$ cat src/rtl/cbus_pkg.sv
package cbus_pkg;
  localparam int FUNC_W = 5;

  localparam logic [FUNC_W-1:0] FC_READ      = 5'd0;
  localparam logic [FUNC_W-1:0] FC_READ_CLR  = 5'd2;
  localparam logic [FUNC_W-1:0] FC_TEST_REQ  = 5'd8;
  localparam logic [FUNC_W-1:0] FC_CLR_MOD   = 5'd9;
  localparam logic [FUNC_W-1:0] FC_CLR_REQ   = 5'd10;
  localparam logic [FUNC_W-1:0] FC_MASK_OFF  = 5'd24;
  localparam logic [FUNC_W-1:0] FC_SELF_TEST = 5'd25;
  localparam logic [FUNC_W-1:0] FC_MASK_ON   = 5'd26;

  typedef struct packed {
    logic rd;
    logic rd_clr_top;
    logic tst_req;
    logic clr_mod;
    logic clr_req;
    logic mask_off;
    logic self_tst;
    logic mask_on;
  } cmd_t;

  function automatic logic fc_known(input logic [FUNC_W-1:0] f);
    return (f == FC_READ) || (f == FC_READ_CLR) || (f == FC_TEST_REQ) ||
           (f == FC_CLR_MOD) || (f == FC_CLR_REQ) || (f == FC_MASK_OFF) ||
           (f == FC_SELF_TEST) || (f == FC_MASK_ON);
  endfunction

  function automatic logic is_empty(input logic supp, input logic data);
    return supp && !data;
  endfunction
endpackage

$ cat src/rtl/cbus_decode.sv
module cbus_decode
  import cbus_pkg::*;
#(
  parameter int ADDR_W = 3
) (
  input  logic              stn_sel,
  input  logic [ADDR_W-1:0] sub_addr,
  input  logic [FUNC_W-1:0] func,
  output cmd_t              cmd,
  output logic              valid
);
  localparam logic [ADDR_W-1:0] TOP_ADDR = {ADDR_W{1'b1}};

  always_comb begin
    cmd            = '0;
    valid          = stn_sel && fc_known(func);
    cmd.rd         = stn_sel && ((func == FC_READ) || (func == FC_READ_CLR));
    cmd.rd_clr_top = stn_sel && (func == FC_READ_CLR) && (sub_addr == TOP_ADDR);
    cmd.tst_req    = stn_sel && (func == FC_TEST_REQ);
    cmd.clr_mod    = stn_sel && (func == FC_CLR_MOD);
    cmd.clr_req    = stn_sel && (func == FC_CLR_REQ);
    cmd.mask_off   = stn_sel && (func == FC_MASK_OFF);
    cmd.self_tst   = stn_sel && (func == FC_SELF_TEST);
    cmd.mask_on    = stn_sel && (func == FC_MASK_ON);
  end
endmodule

$ cat src/rtl/cbus_lam.sv
module cbus_lam (
  input  logic clk,
  input  logic rst_n,
  input  logic strobe,
  input  logic bus_clear,
  input  logic bus_init,
  input  logic clr_mod,
  input  logic rd_clr_top,
  input  logic clr_req,
  input  logic mask_off,
  input  logic mask_on,
  input  logic self_tst,
  input  logic conv_end,
  output logic lam_req,
  output logic lam_mask,
  output logic mod_clear,
  output logic self_test
);
  logic mod_clr_ev;
  logic req_clr_ev;
  logic init_ev;

  assign init_ev    = strobe && bus_init;
  assign mod_clr_ev = strobe && (bus_clear || bus_init || clr_mod || rd_clr_top);
  assign req_clr_ev = strobe && clr_req;

  always_ff @(posedge clk or negedge rst_n) begin
    if (!rst_n) begin
      lam_req   <= 1'b0;
      lam_mask  <= 1'b0;
      mod_clear <= 1'b0;
      self_test <= 1'b0;
    end else begin
      mod_clear <= mod_clr_ev;
      self_test <= strobe && self_tst;
      if (mod_clr_ev)      lam_req <= 1'b0;
      else if (conv_end)   lam_req <= 1'b1;
      else if (req_clr_ev) lam_req <= 1'b0;
      if (init_ev)                 lam_mask <= 1'b0;
      else if (strobe && mask_off) lam_mask <= 1'b0;
      else if (strobe && mask_on)  lam_mask <= 1'b1;
    end
  end

  p_req_set_r4: assert property (@(posedge clk) disable iff (!rst_n)
    conv_end && !mod_clr_ev |=> lam_req);
  p_req_hold_r4: assert property (@(posedge clk) disable iff (!rst_n)
    lam_req && !mod_clr_ev && !req_clr_ev |=> lam_req);
  p_req_clr_r6: assert property (@(posedge clk) disable iff (!rst_n)
    req_clr_ev && !conv_end && !mod_clr_ev |=> !lam_req && !mod_clear);
  p_mod_clr_r7: assert property (@(posedge clk) disable iff (!rst_n)
    mod_clr_ev |=> !lam_req && mod_clear);
  p_init_mask_r8: assert property (@(posedge clk) disable iff (!rst_n)
    init_ev |=> !lam_mask);
  p_mask_on_r8: assert property (@(posedge clk) disable iff (!rst_n)
    strobe && mask_on && !bus_init |=> lam_mask);
  p_test_pulse_r9: assert property (@(posedge clk) disable iff (!rst_n)
    strobe && self_tst |=> self_test);
  p_no_strobe_r11: assert property (@(posedge clk) disable iff (!rst_n)
    !strobe |=> !mod_clear && !self_test && $stable(lam_mask));
endmodule

$ cat src/rtl/cbus_resp.sv
module cbus_resp
  import cbus_pkg::*;
#(
  parameter int WORD_W = 12
) (
  input  cmd_t              cmd,
  input  logic              valid,
  input  logic              stn_sel,
  input  logic              lam_req,
  input  logic              lam_mask,
  input  logic              has_data,
  input  logic              suppress_en,
  input  logic [WORD_W-1:0] chan_data,
  output logic [WORD_W-1:0] rd_data,
  output logic              q_resp,
  output logic              x_resp,
  output logic              lam_out
);
  logic hidden;
  logic req_live;

  assign hidden   = is_empty(suppress_en, has_data);
  assign req_live = lam_req && lam_mask && !hidden;

  always_comb begin
    x_resp  = valid;
    rd_data = cmd.rd ? chan_data : '0;
    q_resp  = !hidden && (cmd.rd || (cmd.tst_req && req_live));
    lam_out = req_live && !stn_sel;
  end

  // The unused command bits are consumed here so every struct field is read.
  logic unused_bits;
  assign unused_bits = ^{cmd.rd_clr_top, cmd.clr_mod, cmd.clr_req,
                         cmd.mask_off, cmd.self_tst, cmd.mask_on};
endmodule

$ cat src/rtl/cbus_cmd_dec.sv
module cbus_cmd_dec
  import cbus_pkg::*;
#(
  parameter int ADDR_W = 3,
  parameter int VAL_W  = 11,
  localparam int WORD_W = VAL_W + 1
) (
  input  logic              clk,
  input  logic              rst_n,
  input  logic              stn_sel,
  input  logic [ADDR_W-1:0] sub_addr,
  input  logic [FUNC_W-1:0] func,
  input  logic              strobe,
  input  logic              bus_clear,
  input  logic              bus_init,
  input  logic              conv_end,
  input  logic              has_data,
  input  logic              suppress_en,
  input  logic [WORD_W-1:0] chan_data,
  output logic [ADDR_W-1:0] chan_addr,
  output logic [WORD_W-1:0] rd_data,
  output logic              q_resp,
  output logic              x_resp,
  output logic              lam_out,
  output logic              mod_clear,
  output logic              self_test
);
  cmd_t cmd;
  logic valid;
  logic lam_req;
  logic lam_mask;

  assign chan_addr = sub_addr;

  cbus_decode #(.ADDR_W(ADDR_W)) u_dec (
    .stn_sel(stn_sel), .sub_addr(sub_addr), .func(func),
    .cmd(cmd), .valid(valid)
  );

  cbus_lam u_lam (
    .clk(clk), .rst_n(rst_n), .strobe(strobe),
    .bus_clear(bus_clear), .bus_init(bus_init),
    .clr_mod(cmd.clr_mod), .rd_clr_top(cmd.rd_clr_top),
    .clr_req(cmd.clr_req), .mask_off(cmd.mask_off), .mask_on(cmd.mask_on),
    .self_tst(cmd.self_tst), .conv_end(conv_end),
    .lam_req(lam_req), .lam_mask(lam_mask),
    .mod_clear(mod_clear), .self_test(self_test)
  );

  cbus_resp #(.WORD_W(WORD_W)) u_resp (
    .cmd(cmd), .valid(valid), .stn_sel(stn_sel),
    .lam_req(lam_req), .lam_mask(lam_mask),
    .has_data(has_data), .suppress_en(suppress_en), .chan_data(chan_data),
    .rd_data(rd_data), .q_resp(q_resp), .x_resp(x_resp), .lam_out(lam_out)
  );

  p_x_needs_sel_r1: assert property (@(posedge clk) disable iff (!rst_n)
    x_resp |-> stn_sel);
  p_rd_idle_zero_r2: assert property (@(posedge clk) disable iff (!rst_n)
    !stn_sel |-> rd_data == '0);
  p_q_needs_x_r3: assert property (@(posedge clk) disable iff (!rst_n)
    q_resp |-> x_resp);
  p_lam_quiet_sel_r5: assert property (@(posedge clk) disable iff (!rst_n)
    stn_sel |-> !lam_out);
  p_empty_hides_r10: assert property (@(posedge clk) disable iff (!rst_n)
    suppress_en && !has_data |-> !q_resp && !lam_out);
endmodule

$ cat config.mk
export PLATFORM = sky130hd
export DESIGN_NAME = cbus_cmd_dec
export DESIGN_NICKNAME = d
export VERILOG_FILES = /design/src/rtl/cbus_pkg.sv /design/src/rtl/cbus_decode.sv /design/src/rtl/cbus_lam.sv /design/src/rtl/cbus_resp.sv /design/src/rtl/cbus_cmd_dec.sv
export SDC_FILE = /design/constraint.sdc
export NUM_CORES = 1
export LEC_CHECK = 0
export ABC_AREA = 1
export BUFFER_PORTS_ARGS = -buffer_cell sky130_fd_sc_hd__buf_2
export CAP_MARGIN = 15
export CORE_MARGIN = 1.5
export CORE_UTILIZATION = 32
export DETAILED_ROUTE_END_ITERATION = 8
export PLACE_DENSITY = 0.81
export SYNTH_ARGS = -nofsm -noshare
export SYNTH_HDL_FRONTEND = slang
export SYNTH_SLANG_ARGS = --single-unit
$ cat constraint.sdc
create_clock -name clk -period 0.8 [get_ports clk]
set_input_delay 0.08 -clock clk [delete_from_list [all_inputs] [get_ports clk]]
set_output_delay 0.08 -clock clk [all_outputs]
set_load 0.01 [all_outputs]
# == Word-level counts from Yosys, hierarchy flattened ==
# Cells that the tools add are included.
# totals
out_inout_bits,20
wordCells,58
reg_bits,4
inputBits,29
# op_classes
n_reduce_logical,39
mux,7
eq_ne,8
# op_table
cell,n
logical AND 1 bit,22
equality test 5 x 4 -> 1 bit (second input constant),3
equality test 5 bit (second input constant),3
two-way mux 12 bit,1
logical OR 1 bit,11
two-way mux 1 bit,6
nonzero test 3 bit,2
equality test 5 x 2 -> 1 bit (second input constant),1
zero test 5 bit,1
equality test 3 bit (second input constant),1
zero test 1 bit,3

# == Depth between registers and ports, before layout ==
# Gate-level depths: netlist of the first run.
# depth
word_depth,9
mapped_depth,7
mapped_depth_nobuf,7

# == Hierarchy ==
# From an unflattened synthesis of the first run, not the netlist that was laid out.
# hier_totals
hier_cells,85
area_unflattened_um2,450.4
# by_module_without_submodules
mod,seq_area_each_um2,area_each_um2,n_inst,cells_per_inst
cbus_lam,100.1,165.2,1,20
cbus_resp,0.0,138.9,1,33
cbus_decode,0.0,123.9,1,29
cbus_cmd_dec,0.0,22.5,1,3

# == Least setup slack after synthesis of the first run ==
# No wires, ideal clock.
# synth_timing
path_kind,reg2out
startpoint,register u_lam.lam_req
endpoint,output port q_resp
t_arrival_ps,744
required_ps,720
n_path_buf,0
path_stages_with_launch,5
setup_slack_ps,-24
path_cell_list,dfrtp_1 -> nand3_1 -> nor2_1 -> nand2_1 -> a21boi_1
# synth_between
elab_chain_cells,5
# synth_lines
element,line_no,text
"start, declared",cbus_lam.sv:14,"output logic lam_req,"
"start signal, assigned",cbus_lam.sv:29,lam_req <= 1'b0;
"start signal, assigned",cbus_lam.sv:36,if (mod_clr_ev) lam_req <= 1'b0;
"start signal, assigned",cbus_lam.sv:37,else if (conv_end) lam_req <= 1'b1;
logical AND 1 bit (2 in a row),cbus_resp.sv:23,assign req_live = lam_req && lam_mask && !hidden;
logical AND 1 bit,cbus_resp.sv:28,q_resp = !hidden && (cmd.rd || (cmd.tst_req && req_live));
logical OR 1 bit,cbus_resp.sv:28,
logical AND 1 bit,cbus_resp.sv:28,
"end, declared",cbus_cmd_dec.sv:22,"output logic q_resp,"
# No other way between the ends.

# == Final worst setup path of the first run ==
# layout_timing
startpoint,register u_lam.lam_mask
endpoint,output port q_resp
# layout_between
elab_chain_cells,5
# layout_lines
element,line_no,text
"start, declared",cbus_lam.sv:15,"output logic lam_mask,"
"start signal, assigned",cbus_lam.sv:30,lam_mask <= 1'b0;
"start signal, assigned",cbus_lam.sv:39,if (init_ev) lam_mask <= 1'b0;
"start signal, assigned",cbus_lam.sv:40,else if (strobe && mask_off) lam_mask <= 1'b0;
logical AND 1 bit (2 in a row),cbus_resp.sv:23,
logical AND 1 bit,cbus_resp.sv:28,
logical OR 1 bit,cbus_resp.sv:28,
logical AND 1 bit,cbus_resp.sv:28,
# No other way between the ends.

==> results of run 1 <==
==> power breakdown <==
group / internal [mW] / switching, mW
registers: 0.213 / 0.00490
clock network: 0.169 / 0.0954
logic: 0.155 / 0.142
total: 0.537 / 0.242
==> how the worst max path moves through the flow <==
stage / start / end / slack (ns) / cells past startpoint
2_1_floorplan: u_lam.lam_req / q_resp / 0.007 / 4
3_3_place_gp: u_lam.lam_req / q_resp / -0.13 / 5
3_5_place_dp: func[4] / rd_data[5] / -0.17 / 6
4_1_cts: u_lam.lam_req / q_resp / -0.38 / 5
5_1_grt: u_lam.lam_mask / q_resp / -0.50 / 5
6_report: u_lam.lam_mask / q_resp / -0.40 / 5
==> Yosys cell counts (all sizes together) <==
| library cell | n |
|---|---|
| a21boi | 1 |
| o2111ai | 1 |
| inv | 21 |
| nand4 | 1 |
| a31oi | 1 |
| dfrtp | 4 |
| nor2 | 22 |
| nand2 | 14 |
| nor3 | 2 |
| nand3 | 5 |
| o21ai | 1 |
| buf | 4 |
| a21oi | 1 |
==> cell usage in the layout (no fill, tap or decap), types with 2 or more instances in the layout <==
cell | netlist | routed
nor2_2 | 3 | 6
clkbuf_4 | 0 | 3
nor2_4 | 0 | 2
nor2_1 | 19 | 14
buf_6 | 1 | 3
inv_1 | 21 | 19
buf_2 | 0 | 46
nand2_1 | 13 | 13
nand3_1 | 5 | 4
dfrtp_1 | 4 | 4
buf_4 | 3 | 12
buf_8 | 0 | 2
==> cells by family after synthesis <==
logic type,synth area share
compound gates,0.07344
simple gates,0.4463
flops,0.2260
buf+inv,0.2542
==> worst reg2reg max path: stages, from the launching register on <==
cell,delay (ns)
dfrtp_1,0.39
buf_4,0.15
a31oi_4,0.13
nor2_1,0.06
==> per-layer routing <==
| metal | vias to the layer above | track usage |
|---|---|---|
| met3 | 8 | 0.05556 |
| met5 | - | 0 |
| met4 | 0 | 0.1333 |
| met2 | 39 | 0.3387 |
| met1 | 304 | 0.1409 |
| li1 | 357 | - |
==> sequential cells by signal, indices dropped and copies added, names as in the netlist <==
register / flops
u_lam.lam_mask: 1
u_lam.lam_req: 1
u_lam.mod_clear: 1
u_lam.self_test: 1
==> through the flow <==
stage | hold slack [ns] | setup slack (ns) | area [um2]
3_3_place_gp | -0.1144 | -0.1252 | 762.0
5_1_grt | 0.08936 | -0.4957 | 917.1
3_5_place_dp | -0.1132 | -0.1725 | 762.0
6_report | 0.06245 | -0.4049 | 917.1
4_1_cts | 0.06498 | -0.3814 | 847.1
2_1_floorplan | -0.2156 | 0.006670 | 446.7
==> cell type report <==
| type | count | share of cell area |
|---|---|---|
| Timing Repair Buffer | 64 | 0.4297 |
| Multi-Input combinational cell | 49 | 0.3220 |
| Sequential cell | 4 | 0.1091 |
| Inverter | 21 | 0.09413 |
| Clock buffer | 3 | 0.02456 |
| Tap cell | 15 | 0.02046 |
==> repair_timing <==
| item | in CTS | in global routing |
|---|---|---|
| gates resized for setup | 14 | 13 |
| pin swaps | 2 | 5 |
| endpoints found under the hold margin | 4 | 0 |
| cloned | 1 | 0 |
| setup endpoints to repair | 16 | 18 |
| hold buffers | 1 | 0 |
| setup buffers | 0 | 2 |
==> flow_metrics.py, run 1 <==
metrics = {
    "status": {
        "outcome": "finished, violations left",
        "violations": "setup timing",
    },
    "layout": {
        "syn_to_final_growth_pct": 107.1,
        "final_nets": 172,
        "layout-drive-gt1-share": 0.5957,
        "fillCellCount": 129,
        "fin_cells": 156,
        "num_antenna_cells": 0,
        "multi_input_area_um2": 295.3,
        "regArea_um2": 100.1,
        "final_core_util": 0.7048,
    },
    "worst_setup_path": {
        "path_class": "reg -> out",
        "critPathTopFamily": "flip-flops",
        "reg2regPathDepth": 3,
        "crit_buf_inv": 1,
        "slowest_delay_ns": 0.36,
        "r2r_start": "u_lam.lam_mask",
        "cp.arrival_ns": 1.12,
        "end_kind": "output port",
        "worstPathCellList": "nand3_2, nor2_1, nand2_1, a21boi_2, buf_2",
        "cp_max_fo": 2,
        "cp_data_required_time_ns": 0.72,
        "setup.worst_path.start_class": "register",
        "r2r_slack_ns": -0.04,
        "r2r_end": "u_lam.lam_mask",
        "crit_path_top_delay_cell": "dfrtp_1",
    },
    "worst_hold_path": {
        "min_delay_worst_endpoint": "u_lam.lam_req",
        "holdPathStages": 3,
        "hold_path_class": "in -> reg",
        "holdCritStartpoint": "conv_end",
    },
    "sta": {
        "rsz0062_at_grt": "yes",
        "fmax_mhz": 830.0,
        "fin_setup_tns_ns": -1.543,
        "skew_ns": 0,
        "finalSetupViolations": 15,
        "tightest_slew_ns": 0.2341,
        "fin_crit_sh": 1.506,
        "fin_ws_ns": -0.4049,
        "min_period_ns": 1.205,
        "drv_slew": 0,
        "slew_headroom": 0.8428,
        "finalHoldViolCount": 0,
    },
    "floorplan": {
        "row_count": 13,
        "die_width_um": 40.21,
        "die_h_um": 40.21,
        "ioPinCount": 49,
        "initial_core_util": 0.3404,
        "fp.dieArea_um2": 1616,
        "core_area_um2": 1301,
    },
    "route": {
        "ant_nets": 0,
        "met3_length_um": 112,
        "finalWirelength_mm": 1.478,
        "top_layer_used": "met4",
        "wl_per_cell_um": 9.474,
        "vias_per_cell": 4.538,
        "detailedRoute.firstPassIterationCount": 4,
        "drtIter0Drc": 4,
        "wl_met2_um": 777,
        "wl_met1_um": 520,
        "drc": 0,
        "vias": 708,
    },
    "placed_design": {
        "place_congestion": 0.7934,
        "hpwl_mm": 1.091,
        "dp_cells": 149,
        "port_buffers": 48,
    },
    "synth": {
        "ys_ff_latch": 4,
        "synth_cell_types": 17,
        "synth_cells": 78,
        "synth.avg_cell_area_um2": 5.679,
        "syn_nets": 107,
        "synthTopCellsByArea": "dfrtp_1 23%, inv_1 18%, nor2_1 16%",
        "yosys_warnings": 0,
        "ys_seq_area_frac": 0.2260,
        "netlist_area_um2": 442.9,
        "synth.top_cell.area_share": 0.2260,
        "synth_top_cell_by_area": "dfrtp_1",
    },
    "power_and_ir_drop": {
        "total_power_mw": 0.7785,
        "leakage_nw": 0.5844,
        "peakVddDrop_mv": 0.7278,
        "p_per_area_nw_per_um2": 848.9,
    },
    "grt": {
        "grt_use_total": 0.1747,
        "grt_pass1_vias": 535,
        "overflow": 0,
        "antenna_found_initial": 0,
        "grt_max_degree": 6,
        "grt_first_pass_wirelength_mm": 1.807,
    },
    "clocking": {
        "root_buffer": "clkbuf_4",
        "cts_buffers": 3,
        "clkTransAtPathRegs_ns": 0.05,
        "clock_latency_ns": 0.25,
        "htree_levels": 1,
        "cts_sinks": 4,
        "clock_path_buffers": 2,
        "cts_tree": "yes",
    },
    "job": {
        "drv_cap": 0,
    },
}
Note: power is estimated with default switching activity, not from simulation.
==> inputs of run 2 (changes only) <==
--- a/config.mk
+++ b/config.mk
@@ -9,9 +9,10 @@
 export BUFFER_PORTS_ARGS = -buffer_cell sky130_fd_sc_hd__buf_2
 export CAP_MARGIN = 15
 export CORE_MARGIN = 1.5
-export CORE_UTILIZATION = 32
+export CORE_UTILIZATION = 33
 export DETAILED_ROUTE_END_ITERATION = 8
-export PLACE_DENSITY = 0.81
+export PLACE_DENSITY = 0.83
 export SYNTH_ARGS = -nofsm -noshare
 export SYNTH_HDL_FRONTEND = slang
+export SYNTH_HIERARCHICAL = 1
 export SYNTH_SLANG_ARGS = --single-unit
==> run 2 against run 1 <==
Compared with the run above:
- the flow still finishes with violations (setup timing)
- sequential power about the same
- area after synthesis increased by 1.7%
- sequential share of layout area decreased by 1.4 points
- fmax increased by 15%
- utilization increased by 11 points
- flip-flop and latch count unchanged
- non-clock buffer count decreased by 5
- design area increased by 14%
- critical path depth decreased by 2
- worst setup slack improved by 0.15 ns
- register-to-register slack improved by 0.02 ns
- routed wire length increased by 26%
- critical path type unchanged
- highest routed layer is now met3
==> flow_metrics.py, run 2 <==
metrics = {
    "status": {
        "outcome": "finished, violations left",
        "violations": "setup timing",
    },
    "sta": {
        "fin_crit_sh": 1.313,
        "fin_ws_ns": -0.2505,
        "fmax_mhz": 951.9,
        "rsz0062_at_grt": "yes",
        "min_period_ns": 1.051,
        "skew_ns": 0,
        "finalSetupViolations": 17,
        "tightest_slew_ns": 0.1792,
        "drv_slew": 0,
        "finalHoldViolCount": 0,
        "slew_headroom": 0.8801,
    },
    "clocking": {
        "cts_sinks": 4,
        "clock_path_buffers": 2,
        "cts_tree": "yes",
        "clock_latency_ns": 0.23,
        "htree_levels": 1,
        "cts_buffers": 3,
        "root_buffer": "clkbuf_4",
        "clkTransAtPathRegs_ns": 0.04,
    },
    "floorplan": {
        "fp.dieArea_um2": 1596,
        "ioPinCount": 49,
        "core_area_um2": 1285,
        "initial_core_util": 0.3505,
        "row_count": 13,
        "die_width_um": 39.95,
        "die_h_um": 39.95,
    },
    "layout": {
        "layout_commonest_cell": "buf_2",
        "layout_common_cells": "34 x buf_2, 17 x buf_6, 12 x nand2_2",
        "regArea_um2": 100.1,
        "multi_input_area_um2": 361.6,
        "num_antenna_cells": 0,
        "final_nets": 173,
        "final_core_util": 0.8150,
        "layout-drive-gt1-share": 0.7535,
        "fin_cells": 157,
        "syn_to_final_growth_pct": 132.5,
        "fillCellCount": 76,
    },
    "synth": {
        "synth_top_cell_by_area": "nand2_1",
        "synth_most_common_cell": "nand2_1",
        "synth_cell_types": 15,
        "netlist_area_um2": 450.4,
        "ys_seq_area_frac": 0.2222,
        "synthTopCellsByCount": "27 x nand2_1, 21 x inv_1, 14 x nor2_1",
        "synth.top_cell.area_share": 0.2250,
        "async_flop_share": 1.000,
        "synth.avg_cell_area_um2": 5.299,
        "synth_edf_count": 0,
        "yosys_warnings": 6,
        "synth_cells": 85,
        "syn_nets": 114,
        "ys_ff_latch": 4,
        "synthTopCellsByArea": "nand2_1 23%, dfrtp_1 22%, inv_1 18%",
        "synthFlopType": "dfrtp_1",
    },
    "worst_setup_path": {
        "r2r_start": "u_lam/lam_req",
        "cp_data_required_time_ns": 0.72,
        "setup.worst_path.start_class": "register",
        "end_kind": "output port",
        "crit_buf_inv": 1,
        "cp_max_fo": 3,
        "reg2regPathDepth": 5,
        "crit_path_top_delay_cell": "dfrtp_1",
        "r2r_end": "u_lam/lam_req",
        "r2r_slack_ns": -0.02,
        "worstPathCellList": "nand2_1, nor3_2, buf_2",
        "slowest_delay_ns": 0.36,
        "path_class": "reg -> out",
        "cp.arrival_ns": 0.97,
        "critPathTopFamily": "flip-flops",
    },
    "worst_hold_path": {
        "min_delay_worst_endpoint": "u_lam/lam_req",
        "holdPathStages": 5,
        "holdCritStartpoint": "conv_end",
        "hold_path_class": "in -> reg",
    },
    "placed_design": {
        "hpwl_mm": 1.076,
        "place_congestion": 0.6987,
        "port_buffers": 48,
        "post-place-ws_ns": -0.2040,
        "dp_cells": 150,
    },
    "route": {
        "top_layer_used": "met3",
        "detailedRoute.firstPassIterationCount": 5,
        "wl_met2_mm": 1.023,
        "met3_length_um": 200,
        "drtIter0Drc": 20,
        "finalWirelength_mm": 1.863,
        "drc": 0,
        "vias": 732,
        "ant_nets": 0,
        "vias_per_cell": 4.662,
        "wl_per_cell_um": 11.87,
        "wl_met1_um": 639,
    },
    "power_and_ir_drop": {
        "total_power_mw": 0.7754,
        "leakage_nw": 0.6631,
        "p_per_area_nw_per_um2": 740.4,
        "peakVddDrop_mv": 0.5984,
    },
    "grt": {
        "grt_max_degree": 7,
        "grt_first_pass_wirelength_mm": 2.297,
        "overflow": 0,
        "antenna_found_initial": 0,
        "grt_use_total": 0.2167,
        "grt_pass1_vias": 619,
    },
    "job": {
        "drv_cap": 0,
    },
}
run 2: kinds of logic after synthesis:
family,count (synthesis),share of synthesized area
and+or+nand+nor,48,0.4278
buffers and inverters,29,0.2917
DFF,4,0.2222
AOI/OAI and AO/OA,4,0.05834
run 2: layer usage:
metal | vias up | global-route usage
li1 | 353 | -
met1 | 321 | 0.1932
met2 | 58 | 0.4758
met3 | 0 | 0.01667
met4 | 0 | 0.07759
met5 | - | 0
run 2: what timing repair did:
| action | 4_1_cts | 5_1_grt |
|---|---|---|
| setup endpoints to repair | 15 | 19 |
| gates cloned | 1 | 0 |
| gates resized for setup | 26 | 52 |
| buffers inserted | 3 | 1 |
| pin swaps | 8 | 18 |
| endpoints found under the hold margin | 4 | 0 |
| hold buffers | 1 | 0 |
run 2: stage by stage:
stage          setup TNS [ns]  hold WS (ns)  area (um2)
2_1_floorplan               0       -0.2156       452.9
3_3_place_gp           -2.559       -0.1150       723.2
5_1_grt                -3.771        0.1122        1047
6_report               -3.015        0.1198        1047
4_1_cts                -2.618        0.1157       869.6
3_5_place_dp           -3.028       -0.1151       723.2
run 2: area by class of cell:
type	instances	share of cell area
clock buffer	3	0.02151
inverter	24	0.09319
multi-input combinational	52	0.3453
sequential	4	0.09558
tap	15	0.01792
timing repair buffer	59	0.4265
run 2: where the power goes:
part | switching, mW | total (mW) | internal [mW] | leakage, nW
Combinational | 0.163 | 0.322 | 0.158 | 0.597
Clock | 0.0686 | 0.235 | 0.167 | 0.0138
Sequential | 0.00523 | 0.218 | 0.213 | 0.0520
Total | 0.237 | 0.775 | 0.538 | 0.663
run 2: worst min-delay path: cells and delay by family:
family	cells	cell delay [ns]
and+or+nand+nor	2	0.09
buffers and inverters	3	0.14
run 2: worst max-delay path by stage:
stage | endpoint | startpoint | slack, ns | cells after the start
finish | lam_out | u_lam/lam_req | -0.25 | 3
global placement | q_resp | func[2] | -0.20 | 9
CTS | lam_out | u_lam/lam_req | -0.25 | 3
detailed placement | rd_data[7] | func[4] | -0.20 | 8
floorplan | q_resp | func[2] | 0.02 | 7
global route | lam_out | u_lam/lam_req | -0.31 | 3
